**src/rtl/irq_coalesce_pkg.sv**
```systemverilog
package irq_coalesce_pkg;
  localparam int unsigned CNT_W_DEF      = 8;
  localparam int unsigned TMR_W_DEF      = 8;
  localparam int unsigned RST_THRESH_DEF = 1;

  typedef enum logic [1:0] {
    CNT_HOLD   = 2'd0,
    CNT_LOAD   = 2'd1,
    CNT_DEC    = 2'd2,
    CNT_WRAPUP = 2'd3
  } cnt_op_e;
endpackage

```
**src/rtl/coal_timer.sv**
```systemverilog
module coal_timer #(
  parameter int unsigned TMR_W = 8
) (
  input  logic             clk,
  input  logic             rst,
  input  logic             done,
  input  logic             tick_en,
  input  logic [TMR_W-1:0] delay,
  output logic             expire_c,
  output logic             dly_q,
  output logic [TMR_W-1:0] tmr_q
);
  localparam logic [TMR_W-1:0] ONE  = TMR_W'(1);
  localparam logic [TMR_W-1:0] ZERO = '0;

  logic             restart;
  logic [TMR_W-1:0] tmr_d;

  assign restart  = done && (delay != ZERO);
  assign expire_c = tick_en && (tmr_q == ONE);

  always_comb begin
    tmr_d = tmr_q;
    if (restart) begin
      tmr_d = delay;
    end else if (tick_en && (tmr_q != ZERO)) begin
      tmr_d = tmr_q - ONE;
    end
  end

  always_ff @(posedge clk) begin
    if (rst) begin
      tmr_q <= ZERO;
      dly_q <= 1'b0;
    end else begin
      tmr_q <= tmr_d;
      dly_q <= expire_c;
    end
  end
endmodule

```
**src/rtl/coal_count.sv**
```systemverilog
module coal_count
  import irq_coalesce_pkg::*;
#(
  parameter int unsigned CNT_W      = 8,
  parameter int unsigned RST_THRESH = 1
) (
  input  logic             clk,
  input  logic             rst,
  input  logic             wr,
  input  logic             done,
  input  logic             reload,
  input  logic [CNT_W-1:0] thresh,
  output logic             ioc_q,
  output logic [CNT_W-1:0] cnt_q
);
  localparam logic [CNT_W-1:0] ONE   = CNT_W'(1);
  localparam logic [CNT_W-1:0] ZERO  = '0;
  localparam logic [CNT_W-1:0] RST_V = CNT_W'(RST_THRESH);

  logic [CNT_W-1:0] base;
  logic [CNT_W-1:0] dec;
  cnt_op_e          op;
  logic [CNT_W-1:0] cnt_d;

  // An expiry reloads first; a completion is then counted from there.
  assign base = reload ? thresh : cnt_q;
  assign dec  = base - ONE;

  always_comb begin
    if (wr) begin
      op = CNT_LOAD;
    end else if (done) begin
      op = (dec == ZERO) ? CNT_WRAPUP : CNT_DEC;
    end else begin
      op = CNT_HOLD;
    end
  end

  always_comb begin
    unique case (op)
      CNT_LOAD:   cnt_d = thresh;
      CNT_WRAPUP: cnt_d = thresh;
      CNT_DEC:    cnt_d = dec;
      default:    cnt_d = base;
    endcase
  end

  always_ff @(posedge clk) begin
    if (rst) begin
      cnt_q <= RST_V;
      ioc_q <= 1'b0;
    end else begin
      cnt_q <= cnt_d;
      ioc_q <= (op == CNT_WRAPUP);
    end
  end
endmodule

```
**src/rtl/irq_coalesce.sv**
```systemverilog
module irq_coalesce
  import irq_coalesce_pkg::*;
#(
  parameter int unsigned CNT_W      = CNT_W_DEF,
  parameter int unsigned TMR_W      = TMR_W_DEF,
  parameter int unsigned RST_THRESH = RST_THRESH_DEF
) (
  input  logic             clk,
  input  logic             rst,
  input  logic             ctrl_wr,
  input  logic [CNT_W-1:0] thresh,
  input  logic [TMR_W-1:0] delay,
  input  logic             done,
  input  logic             tick_en,
  output logic             ioc_set,
  output logic             dly_set,
  output logic [CNT_W-1:0] live_count,
  output logic [TMR_W-1:0] live_timer
);
  logic expire_c;

  coal_timer #(.TMR_W(TMR_W)) u_timer (
    .clk      (clk),
    .rst      (rst),
    .done     (done),
    .tick_en  (tick_en),
    .delay    (delay),
    .expire_c (expire_c),
    .dly_q    (dly_set),
    .tmr_q    (live_timer)
  );

  coal_count #(.CNT_W(CNT_W), .RST_THRESH(RST_THRESH)) u_count (
    .clk    (clk),
    .rst    (rst),
    .wr     (ctrl_wr),
    .done   (done),
    .reload (expire_c),
    .thresh (thresh),
    .ioc_q  (ioc_set),
    .cnt_q  (live_count)
  );
endmodule

```
**config.mk**
```make
export PLATFORM = sky130hd
export DESIGN_NAME = irq_coalesce
export DESIGN_NICKNAME = d
export VERILOG_FILES = /design/src/rtl/irq_coalesce_pkg.sv /design/src/rtl/coal_timer.sv /design/src/rtl/coal_count.sv /design/src/rtl/irq_coalesce.sv
export SDC_FILE = /design/constraint.sdc
export NUM_CORES = 1
export LEC_CHECK = 0
export BUFFER_PORTS_ARGS = -buffer_cell sky130_fd_sc_hd__buf_2
export CAP_MARGIN = 0
export CORE_MARGIN = 10
export CORE_UTILIZATION = 35
export DETAILED_ROUTE_END_ITERATION = 10
export HOLD_SLACK_MARGIN = 0.15
export PLACE_DENSITY_LB_ADDON = 0.08
export SYNTH_ARGS = -nofsm -noshare
export SYNTH_HDL_FRONTEND = slang
export SYNTH_HIERARCHICAL = 1
export SYNTH_SLANG_ARGS = --single-unit
```
**constraint.sdc**
```tcl
create_clock -name clk -period 4.5 [get_ports clk]
set_input_delay 0.225 -clock clk [delete_from_list [all_inputs] [get_ports clk]]
set_output_delay 0.225 -clock clk [all_outputs]
set_load 0.01 [all_outputs]
```
==> summary.txt, run 1 <==
Detailed routing
  – Routed Antenna Nets: 0
  – Drt pass-1 iters: 4
  – Wirelength, routed: 4.11 mm
  – Vias/cell: roughly 5.5
  – Routed len/inst: around 16 µm
  – DR iter-0 viols: just over 100
  – Via count: 1382
  – DRC: 0

Critical path
  – Startpoint types: register
  – WP data arrival: 3.69 ns
  – Critical Path RT: 4.66 ns
  – Crit end category: register
  – CP Max Fanout: 8
  – Crit path kind: register to register

Power and ir drop
  – Pwr dens: 290 mW/mm²
  – LEAKAGE: approximately 0.7 nW
  – Total power: 0.499 mW
  – Worst VDD drop: about 0.00011 V

Timing
  – Slew HR: 53.0%
  – Unrepaired setup endpoints after global routing: false
  – Sum Neg Setup Slack: 0 ns
  – Clk_skew: 0.00472 ns
  – Fin worst setup slack: 0.968 ns
  – Max-slew violation count: 0
  – Final hold viol count: 0
  – Max Fclk: around 280 MHz
  – Post-route minimum period: 3.53 ns
  – # setup viols final: 0
  – Period Utilization, post-route: 78.5%
  – Worst-Margin Slew: 0.695 ns

Floorplan
  – Die width: 85.0 µm
  – Die Ht: 85.0 µm
  – I/O pins: 39
  – Initial core utilization: between 30% and 40%
  – Core area: a little over 0.004 mm²
  – Die area: 0.00723 mm²
  – Row Count: 23

Logic synthesis
  – Post-Synth Adder-Cell Area: 4.23%
  – Ys Warns: 6
  – Post-synthesis mux area share: 11.4%
  – Seq/Total Area, Yosys: 24.4%
  – Synth Instances: 167
  – Ys async rst share: 0%
  – Synth Cell Area: between 0.001 and 0.0015 mm²
  – FF+latch count, synth: 18
  – Post-synth EDFFs: 0
  – Synth cell types: 57
  – Post-Synth XOR/XNOR Area: under 10%
  – Compound-Gate Fraction of Synth Area: between 20% and 30%
  – Synth Flop Type: dfxtp_1
  – Avg Inst Size Synth: just under 9 µm²
  – Simple-gate share of the synthesized area: 25.7%
  – Largest family of logic cells by synthesized area: simple AND/OR/NAND/NOR gates
  – Syn_nets: 193

Clocking
  – Clk Latency, worst-skew pair: 0.26 ns
  – CTS tree: yes
  – CTS max path bufs: 2
  – H-tree depth reported by CTS: 1
  – Sink Count: 18
  – Hold-fix buffer count after cts: 0
  – Clock root buffer: clkbuf_8
  – Num CTS Buffers: 3
  – CTS resizes: 0
  – Post-CTS setup buffer count: 0
  – Clock slew at reported path FFs: 0.08 ns

Place
  – Placed insts: approximately 250
  – IO Port Bufs: 38
  – Worst slack at placement: 1.05 ns
  – RD Place Congestion: around 0.85
  – Dpl hpwl: 3.21 mm

Cells and area
  – Sequential Area: 360 µm²
  – Area Growth Syn to Fin: 16.4%
  – Number of fill cells in the layout: approximately 420
  – Layout Utilization: 42.4%
  – Final Non-Filler Cells: 251
  – Antenna diodes: 0
  – Area of the multi-input gates: 0.00101 mm²
  – Layout cells sized above 1: a little under a third
  – Fin nets: about 230

Global route
  – GRT Total Usage: 11.3%
  – First-pass GRT wire length: just under 7 mm
  – Initial antenna violation count: 0
  – Largest net degree at the start of global routing: 19
  – Overflow after GRT: 0
  – Vias in the first global route: around 1400

Status
  – Outcome: finished, final reports clean

Hold path
  – Worst min-delay path category: input port to register

Flow run
  – Max-Cap Viols: 0
-- worst paths after layout --
| kind | start | end | slack (ns) | cells past startpoint |
|---|---|---|---|---|
| max | u_timer/tmr_q[2]$_SDFFE_PP0P_ | u_count/cnt_q[4]$_SDFF_PP0_ | 0.97 | 9 |
| max reg2reg | u_timer/tmr_q[2]$_SDFFE_PP0P_ | u_count/cnt_q[4]$_SDFF_PP0_ | 0.97 | 9 |
| min reg2reg | u_timer/tmr_q[7]$_SDFFE_PP0P_ | u_timer/tmr_q[7]$_SDFFE_PP0P_ | 0.56 | 2 |
| min | delay[1] | u_timer/tmr_q[1]$_SDFFE_PP0P_ | 0.23 | 3 |
-- cells in the final DEF, fill, tap and decap left out, types with 4 or more instances in the layout --
cell,count
inv_1,9
nand2_1,12
nor3_1,6
dfxtp_1,18
a21oi_1,10
ha_1,5
nor2_1,19
clkbuf_8,4
buf_2,38
mux2i_1,11
xnor2_1,9
-- cell type report --
| type | count | share of cell area (%) |
|---|---|---|
| multi-input combinational | 131 | 58.8 |
| sequential | 18 | 20.9 |
| timing repair buffer | 39 | 11.5 |
| tap | 50 | 3.63 |
| clock buffer | 4 | 3.20 |
| inverter | 9 | 1.96 |
-- cells by family after synthesis --
| kind of cell | after synthesis |
|---|---|
| simple gates | 65 |
| compound gates | 37 |
| xor+xnor | 10 |
| buf+inv | 18 |
| mux | 14 |
| fa+ha+maj | 5 |
| flops | 18 |
-- cell usage after synthesis (all sizes together) (2+ instances only) --
library cell,instances,area [µm²]
ha,5,62.6
clkbuf,3,12.5
nor4,4,46.3
mux2i,14,169
a311oi,2,17.5
nand2,12,45.0
o21ai,5,36.3
dfxtp,18,360
nand4,2,12.5
or4,3,30.0
xnor2,10,95.1
a21oi,10,50.1
buf,6,60.1
nor3b,2,15.0
o31a,2,18.8
nand2b,2,12.5
a2bb2oi,2,17.5
a211oi,5,47.5
nor3,7,40.0
nor4b,4,41.3
nor2,20,77.6
nor2b,3,18.8
inv,9,33.8
-- registers in the layout (all words and copies together) (netlist names) --
name	flops
u_timer/tmr_q	8
u_count/cnt_q	8
u_count/ioc_q	1
u_timer/dly_q	1
-- critical path, stage by stage, from the launching register on --
cell	delay, ns
dfxtp_1	0.38
or4_4	0.58
nor2_2	0.14
and4_1	0.53
nor4b_1	0.64
o221ai_2	0.22
xnor2_2	0.19
a41oi_4	0.42
a21boi_2	0.09
o31a_1	0.24
-- where the power goes --
part	leakage (nW)	switching (mW)	internal, mW
sequential	0.149	0.0178	0.173
combinational	0.515	0.0929	0.0739
clock	0.0288	0.0632	0.0780
-- through the flow --
stage          hold slack (ns)  cell area, µm²
5_1_grt                  0.248            1720
3_5_place_dp             0.494            1670
2_1_floorplan            0.350            1480
3_3_place_gp             0.495            1670
4_1_cts                  0.219            1720
6_report                 0.230            1720
-- layer usage --
layer	wire, µm	global-route usage, %	vias to the layer above	part of all wire (%)
met5	0	0	-	0
met4	58	3.14	0	1.4
met2	2010	20.2	53	49
met3	220	2.77	7	5.4
li1	-	-	675	-
met1	1820	13.0	647	44
No activity file was read; power rests on OpenSTA's default activity.
==> run 2, diff against run 1 <==
Clock period 4.5 ns to 3.3 ns, I/O delays scaled along.
==> summary.txt, run 2 (synthesis gave the netlist of run 1 again) <==
Status
  – Outcome: finished, final reports clean

Power and ir drop
  – Pwr dens: 385 mW/mm² (+33%)
  – Total power: 0.683 mW (+37%)
  – LEAKAGE: 0.728 nW (+5.2%)
  – Worst VDD drop: 0.000219 V (+99%)

Clocking
  – Clock slew at reported path FFs: 0.08 ns (about the same)
  – Num CTS Buffers: 3 (unchanged)
  – Sink Count: 18 (unchanged)
  – Clk Latency, worst-skew pair: 0.26 ns (about the same)
  – CTS tree: yes
  – H-tree depth reported by CTS: 1 (unchanged)
  – CTS resizes: 0 (unchanged)
  – Post-CTS setup buffer count: 0 (unchanged)
  – Clock root buffer: clkbuf_8
  – CTS max path bufs: 2 (unchanged)
  – Hold-fix buffer count after cts: 0 (unchanged)

Global route
  – GRT Total Usage: 11.2% (-0.17 points)
  – Met2 usage: 21.3% (+1.0 points)
  – Vias in the first global route: 1462 (+4.2%)
  – Largest net degree at the start of global routing: 19 (unchanged)
  – Overflow after GRT: 0 (unchanged)
  – Most Crowded Layer GR: met2
  – First-pass GRT wire length: 6.89 mm (+0.82%)
  – Initial antenna violation count: 0 (unchanged)
  – M1 GR Usage: 11.9% (-1.1 points)
  – GR Layer Usage met3: 3.44% (+0.67 points)

Flow run
  – Max-Cap Viols: 0 (unchanged)

Critical path
  – Register-to-Register Path Depth: 10 (+1)
  – Critical Path RT: 3.51 ns (-1.15 ns)
  – CP Max Fanout: 12 (+4)
  – Crit end category: register
  – Startpoint types: register
  – Crit path kind: register to register
  – WP data arrival: 3.22 ns (-0.47 ns)
  – Reg2Reg Setup Slack: 0.28 ns (-0.68 ns)

Hold path
  – Worst min-delay path category: input port to register
  – Worst hold path cell count: 3 (unchanged)

Cells and area
  – Fin nets: 234 (+2.6%)
  – Most common cell after layout, fill and taps aside: buf_2
  – Number of fill cells in the layout: 413 (-2.6%)
  – Area of the multi-input gates: 0.00102 mm² (+0.62%)
  – Area Growth Syn to Fin: 19.9%
  – Antenna diodes: 0 (unchanged)
  – Layout cells sized above 1: 33.8% (+3.0 points)
  – Sequential Area: 360 µm² (unchanged)
  – Leading cell types in the layout, fill and taps excluded: buf_2 (38), nor2_1 (19), dfxtp_1 (18), nand2_1 (12)
  – Leading registers by flop count: u_count/cnt_q x8, u_timer/tmr_q x8

Detailed routing
  – Vias/cell: 5.50 (about the same)
  – DRC: 0 (unchanged)
  – Routed len/inst: 16.2 µm (-1.3%)
  – Wirelength, routed: 4.15 mm (+1.1%)
  – DR iter-0 viols: 108 (+4.9%)
  – Drt pass-1 iters: 4 (unchanged)
  – Routed Antenna Nets: 0 (unchanged)
  – Via count: 1414 (+2.3%)

Floorplan
  – Die width: 85.0 µm (unchanged)
  – Core area: 0.00406 mm² (unchanged)
  – Die area: 0.00723 mm² (unchanged)
  – I/O pins: 39 (unchanged)
  – Row Count: 23 (unchanged)
  – Initial core utilization: 36.4% (unchanged)
  – Die Ht: 85.0 µm (unchanged)

Place
  – RD Place Congestion: 0.818 (-4.0%)
  – IO Port Bufs: 38 (unchanged)
  – Dpl hpwl: 3.29 mm (+2.3%)

Timing
  – Post-route minimum period: 3.02 ns (-0.515 ns)
  – Final hold viol count: 0 (unchanged)
  – Worst-Margin Slew: 0.724 ns (+0.0286 ns)
  – Unrepaired setup endpoints after global routing: false
  – Max Fclk: 331 MHz (+17%)
  – Sum Neg Setup Slack: 0 ns (unchanged)
  – Clk_skew: 0.00112 ns (-0.00360 ns)
  – Max-slew violation count: 0 (unchanged)
  – Slew HR: 51.3% (-1.7 points)
  – # setup viols final: 0 (unchanged)
  – Period Utilization, post-route: 91.4% (+13 points)
[run 2: cell types whose count changed in the layout (fill, tap and decap cells not counted)]
cell     delta
buf_4       +6
mux2i_1     -1
and4_1      -1
and4_4      +1
mux2i_2     +1
[run 2: power by group]
group	internal, mW	total [mW]	switching [mW]
combinational	0.105	0.237	0.132
sequential	0.236	0.257	0.0215
clock	0.106	0.189	0.0826
total	0.447	0.683	0.236
[run 2: path summary, 6_finish.rpt]
kind                                 start                       endpoint
min reg2reg  u_timer/tmr_q[7]$_SDFFE_PP0P_  u_timer/tmr_q[7]$_SDFFE_PP0P_
max          u_timer/tmr_q[4]$_SDFFE_PP0P_    u_count/cnt_q[4]$_SDFF_PP0_
min                               delay[5]  u_timer/tmr_q[5]$_SDFFE_PP0P_
max reg2reg  u_timer/tmr_q[4]$_SDFFE_PP0P_    u_count/cnt_q[4]$_SDFF_PP0_
[run 2: worst max-delay path: stages (launching register included)]
cell and delay [ns]:
dfxtp_1 0.36, or4_4 0.53, nor2_2 0.14, and4_4 0.34, mux2i_1 0.30, ha_1 0.25
xnor2_1 0.12, nor4_4 0.33, a41oi_4 0.25, a21boi_2 0.21, o31a_1 0.13
[run 2: cell type report]
type,count,share of cell area (%)
multi-input combinational,131,57.4
sequential,18,20.3
timing repair buffer,45,13.7
tap,50,3.53
clock buffer,4,3.11
inverter,9,1.91
[run 2: layer usage]
layer / vias to the layer above / part of all wire, % / wire length [µm]
li1: 690 / - / -
met1: 663 / 42 / 1740
met2: 55 / 51 / 2130
met3: 6 / 6.1 / 252
met4: 0 / 0.65 / 27
met5: - / 0 / 0
[run 2: stage by stage]
step | util, % | setup slack [ns] | hold WS (ns) | instance area, µm² | cells
after CTS | 43.5 | 0.0578 | 0.162 | 1770 | 257
after global placement | 42.2 | 0.163 | 0.435 | 1710 | 253
final | 43.7 | 0.283 | 0.172 | 1770 | 257
after global routing | 43.7 | 0.0809 | 0.164 | 1770 | 257
after floorplan | - | 0.0136 | 0.290 | 1480 | 167
after detailed placement | 42.2 | 0.0705 | 0.434 | 1710 | 253
==> run 3, diff against run 2 <==
Settings changed: BUFFER_PORTS_ARGS -buffer_cell sky130_fd_sc_hd__buf_2 to -buffer_cell sky130_fd_sc_hd__clkbuf_2, CAP_MARGIN 0 to not set.
==> summary.txt, run 3 (synthesis gave the netlist of run 1 again) <==
Clocking
  – Hold-fix buffer count after cts: 0 (unchanged)
  – Post-CTS setup buffer count: 0 (unchanged)
  – Sink Count: 18 (unchanged)
  – H-tree depth reported by CTS: 1 (unchanged)
  – Clock slew at reported path FFs: 0.08 ns (about the same)
  – Clk Latency, worst-skew pair: 0.26 ns (about the same)
  – CTS max path bufs: 2 (unchanged)
  – CTS tree: yes
  – Num CTS Buffers: 3 (unchanged)
  – Clock root buffer: clkbuf_8

Critical path
  – Startpoint types: register
  – CP Max Fanout: 15 (+3)
  – Crit end category: register
  – Worst Path Buf+Inv: 1 (+1)
  – Crit path kind: register to register
  – Critical-path top delay cell: or4_4
  – CP max stage delay: 0.55 ns (+0.02 ns)
  – WP data arrival: 3.25 ns (+0.03 ns)
  – Critical Path RT: 3.45 ns (-0.06 ns)
  – Cell family with most CP delay: simple AND/OR/NAND/NOR gates
  – CP Cell Sequence: or4_4 > nor2_2 > and4_1 > buf_12 > mux2i_4 > ha_2 > xnor2_1 > nor4_4 > a41oi_4 > mux2i_1 > nand2_1

Detailed routing
  – Vias/cell: 5.57 (+1.3%)
  – Via count: 1415 (+0.071%)
  – DRC: 0 (unchanged)
  – Routed Antenna Nets: 0 (unchanged)
  – Routed len/inst: 16.5 µm (+2.2%)
  – DR iter-0 viols: 88 (-19%)
  – Wirelength, routed: 4.20 mm (+1.0%)
  – Drt pass-1 iters: 4 (unchanged)

Cells and area
  – Fin nets: 231 (-1.3%)
  – Leading cell types in the layout, fill and taps excluded: clkbuf_2 (38), nor2_1 (19), dfxtp_1 (17), nand2_1 (12), a21oi_1 (10)
  – Number of fill cells in the layout: 409 (-0.97%)
  – Antenna diodes: 0 (unchanged)
  – Layout cells sized above 1: 33.8% (about the same)
  – Area Growth Syn to Fin: 20.7%
  – Leading registers by flop count: u_count/cnt_q x8, u_timer/tmr_q x8
  – Final Cell Area: 0.00179 mm² (+0.71%)
  – Layout Utilization: 44.0% (+0.31 points)
  – Most common cell after layout, fill and taps aside: clkbuf_2

Place
  – IO Port Bufs: 38 (unchanged)
  – Placed instance area: 0.00170 mm² (-0.58%)
  – RD Place Congestion: 0.813 (-0.59%)
  – Dpl hpwl: 3.32 mm (+0.90%)

Timing
  – Post-route minimum period: 3.10 ns (+0.0878 ns)
  – Clk_skew: 0.00248 ns (+0.00136 ns)
  – Period Utilization, post-route: 94.1% (+2.7 points)
  – Max-slew violation count: 0 (unchanged)
  – Final hold viol count: 0 (unchanged)
  – Max Fclk: 322 MHz (-2.8%)
  – # setup viols final: 0 (unchanged)
  – Worst-Margin Slew: 0.785 ns (+0.0608 ns)
  – Slew HR: 47.2% (-4.1 points)

Floorplan
  – Die Ht: 85.0 µm (unchanged)
  – Row Count: 23 (unchanged)
  – Die area: 0.00723 mm² (unchanged)
  – Initial core utilization: 36.4% (unchanged)
  – I/O pins: 39 (unchanged)
  – Die width: 85.0 µm (unchanged)
  – Core area: 0.00406 mm² (unchanged)

Global route
  – First-pass GRT wire length: 7.12 mm (+3.3%)
  – Overflow after GRT: 0 (unchanged)
  – GRT Total Usage: 11.7% (+0.50 points)
  – Initial antenna violation count: 0 (unchanged)
  – Largest net degree at the start of global routing: 19 (unchanged)
  – Vias in the first global route: 1493 (+2.1%)

Status
  – Outcome: finished, final reports clean

Power and ir drop
  – Logic pwr share: 34.6% (about the same)
  – Psw: 0.241 mW (+2.2%)
  – Sequential share of power: 37.9% (+0.2 points)
  – Pwr dens: 386 mW/mm² (+0.25%)
  – LEAKAGE: 0.712 nW (-2.3%)
  – Switching Share: 34.9% (+0.43 points)
  – Worst VDD drop: 0.000174 V (-21%)
  – Pint: 0.449 mW (+0.30%)
  – Clock power share: 27.6% (about the same)

Hold path
  – Worst min-delay path category: input port to register

Flow run
  – Max-Cap Viols: 0 (unchanged)
## run 3: final cells by class
cell class	instances	area (µm²)	area share, %
Tap cell	50	62.6	3.50
Timing Repair Buffer	42	233	13.0
Sequential cell	18	362	20.3
Inverter	9	33.8	1.89
Multi-Input combinational cell	131	1040	58.2
Clock buffer	4	55.1	3.08
## run 3: timing repair
item | 4_1_cts | 5_1_grt
endpoints found under the hold margin | 0 | 0
endpoints found under the setup margin | 0 | 9
gates resized for setup | 0 | 6
## run 3: worst min-delay path: stages
cell and delay [ns]:
clkbuf_2 0.09, nand2_1 0.05, o22ai_1 0.07
## run 3: metrics by stage
stage / power (mW) / worst slack [ns] / hold slack [ns] / std cells / TNS (ns)
detailed placement: 0.498 / 0.0953 / 0.443 / 250 / 0
CTS: 0.692 / 0.0815 / 0.163 / 254 / 0
global placement: 0.494 / 0.153 / 0.434 / 250 / 0
finish: 0.690 / 0.195 / 0.163 / 254 / 0
floorplan: 0.428 / 0.0136 / 0.290 / 167 / 0
global route: 0.735 / -0.00480 / 0.182 / 254 / -0.00480
## run 3: power groups by stage
stage	Combinational, mW	Clock (mW)	Sequential [mW]
2_1_floorplan	0.159	0	0.269
4_1_cts	0.235	0.197	0.260
3_5_place_dp	0.234	0	0.265
6_report	0.238	0.190	0.261
3_3_place_gp	0.230	0	0.263
5_1_grt	0.264	0.207	0.265
## run 3: routing by layer
layer	vias to the layer above	GRT usage (%)	wire, µm
met3	8	3.82	265
met2	52	21.1	2060
met5	-	0	0
li1	692	-	-
met1	663	12.7	1790
met4	0	2.99	87
## run 3: worst paths after layout
kind	depth (start not counted)	to	startpoint	slack (ns)
setup / recovery	11	u_count/cnt_q[0]$_SDFF_PP1_	u_timer/tmr_q[3]$_SDFFE_PP0P_	0.20
hold / removal	3	u_timer/tmr_q[1]$_SDFFE_PP0P_	delay[1]	0.16
setup reg to reg	11	u_count/cnt_q[0]$_SDFF_PP1_	u_timer/tmr_q[3]$_SDFFE_PP0P_	0.20
hold reg to reg	2	u_timer/tmr_q[7]$_SDFFE_PP0P_	u_timer/tmr_q[7]$_SDFFE_PP0P_	0.56
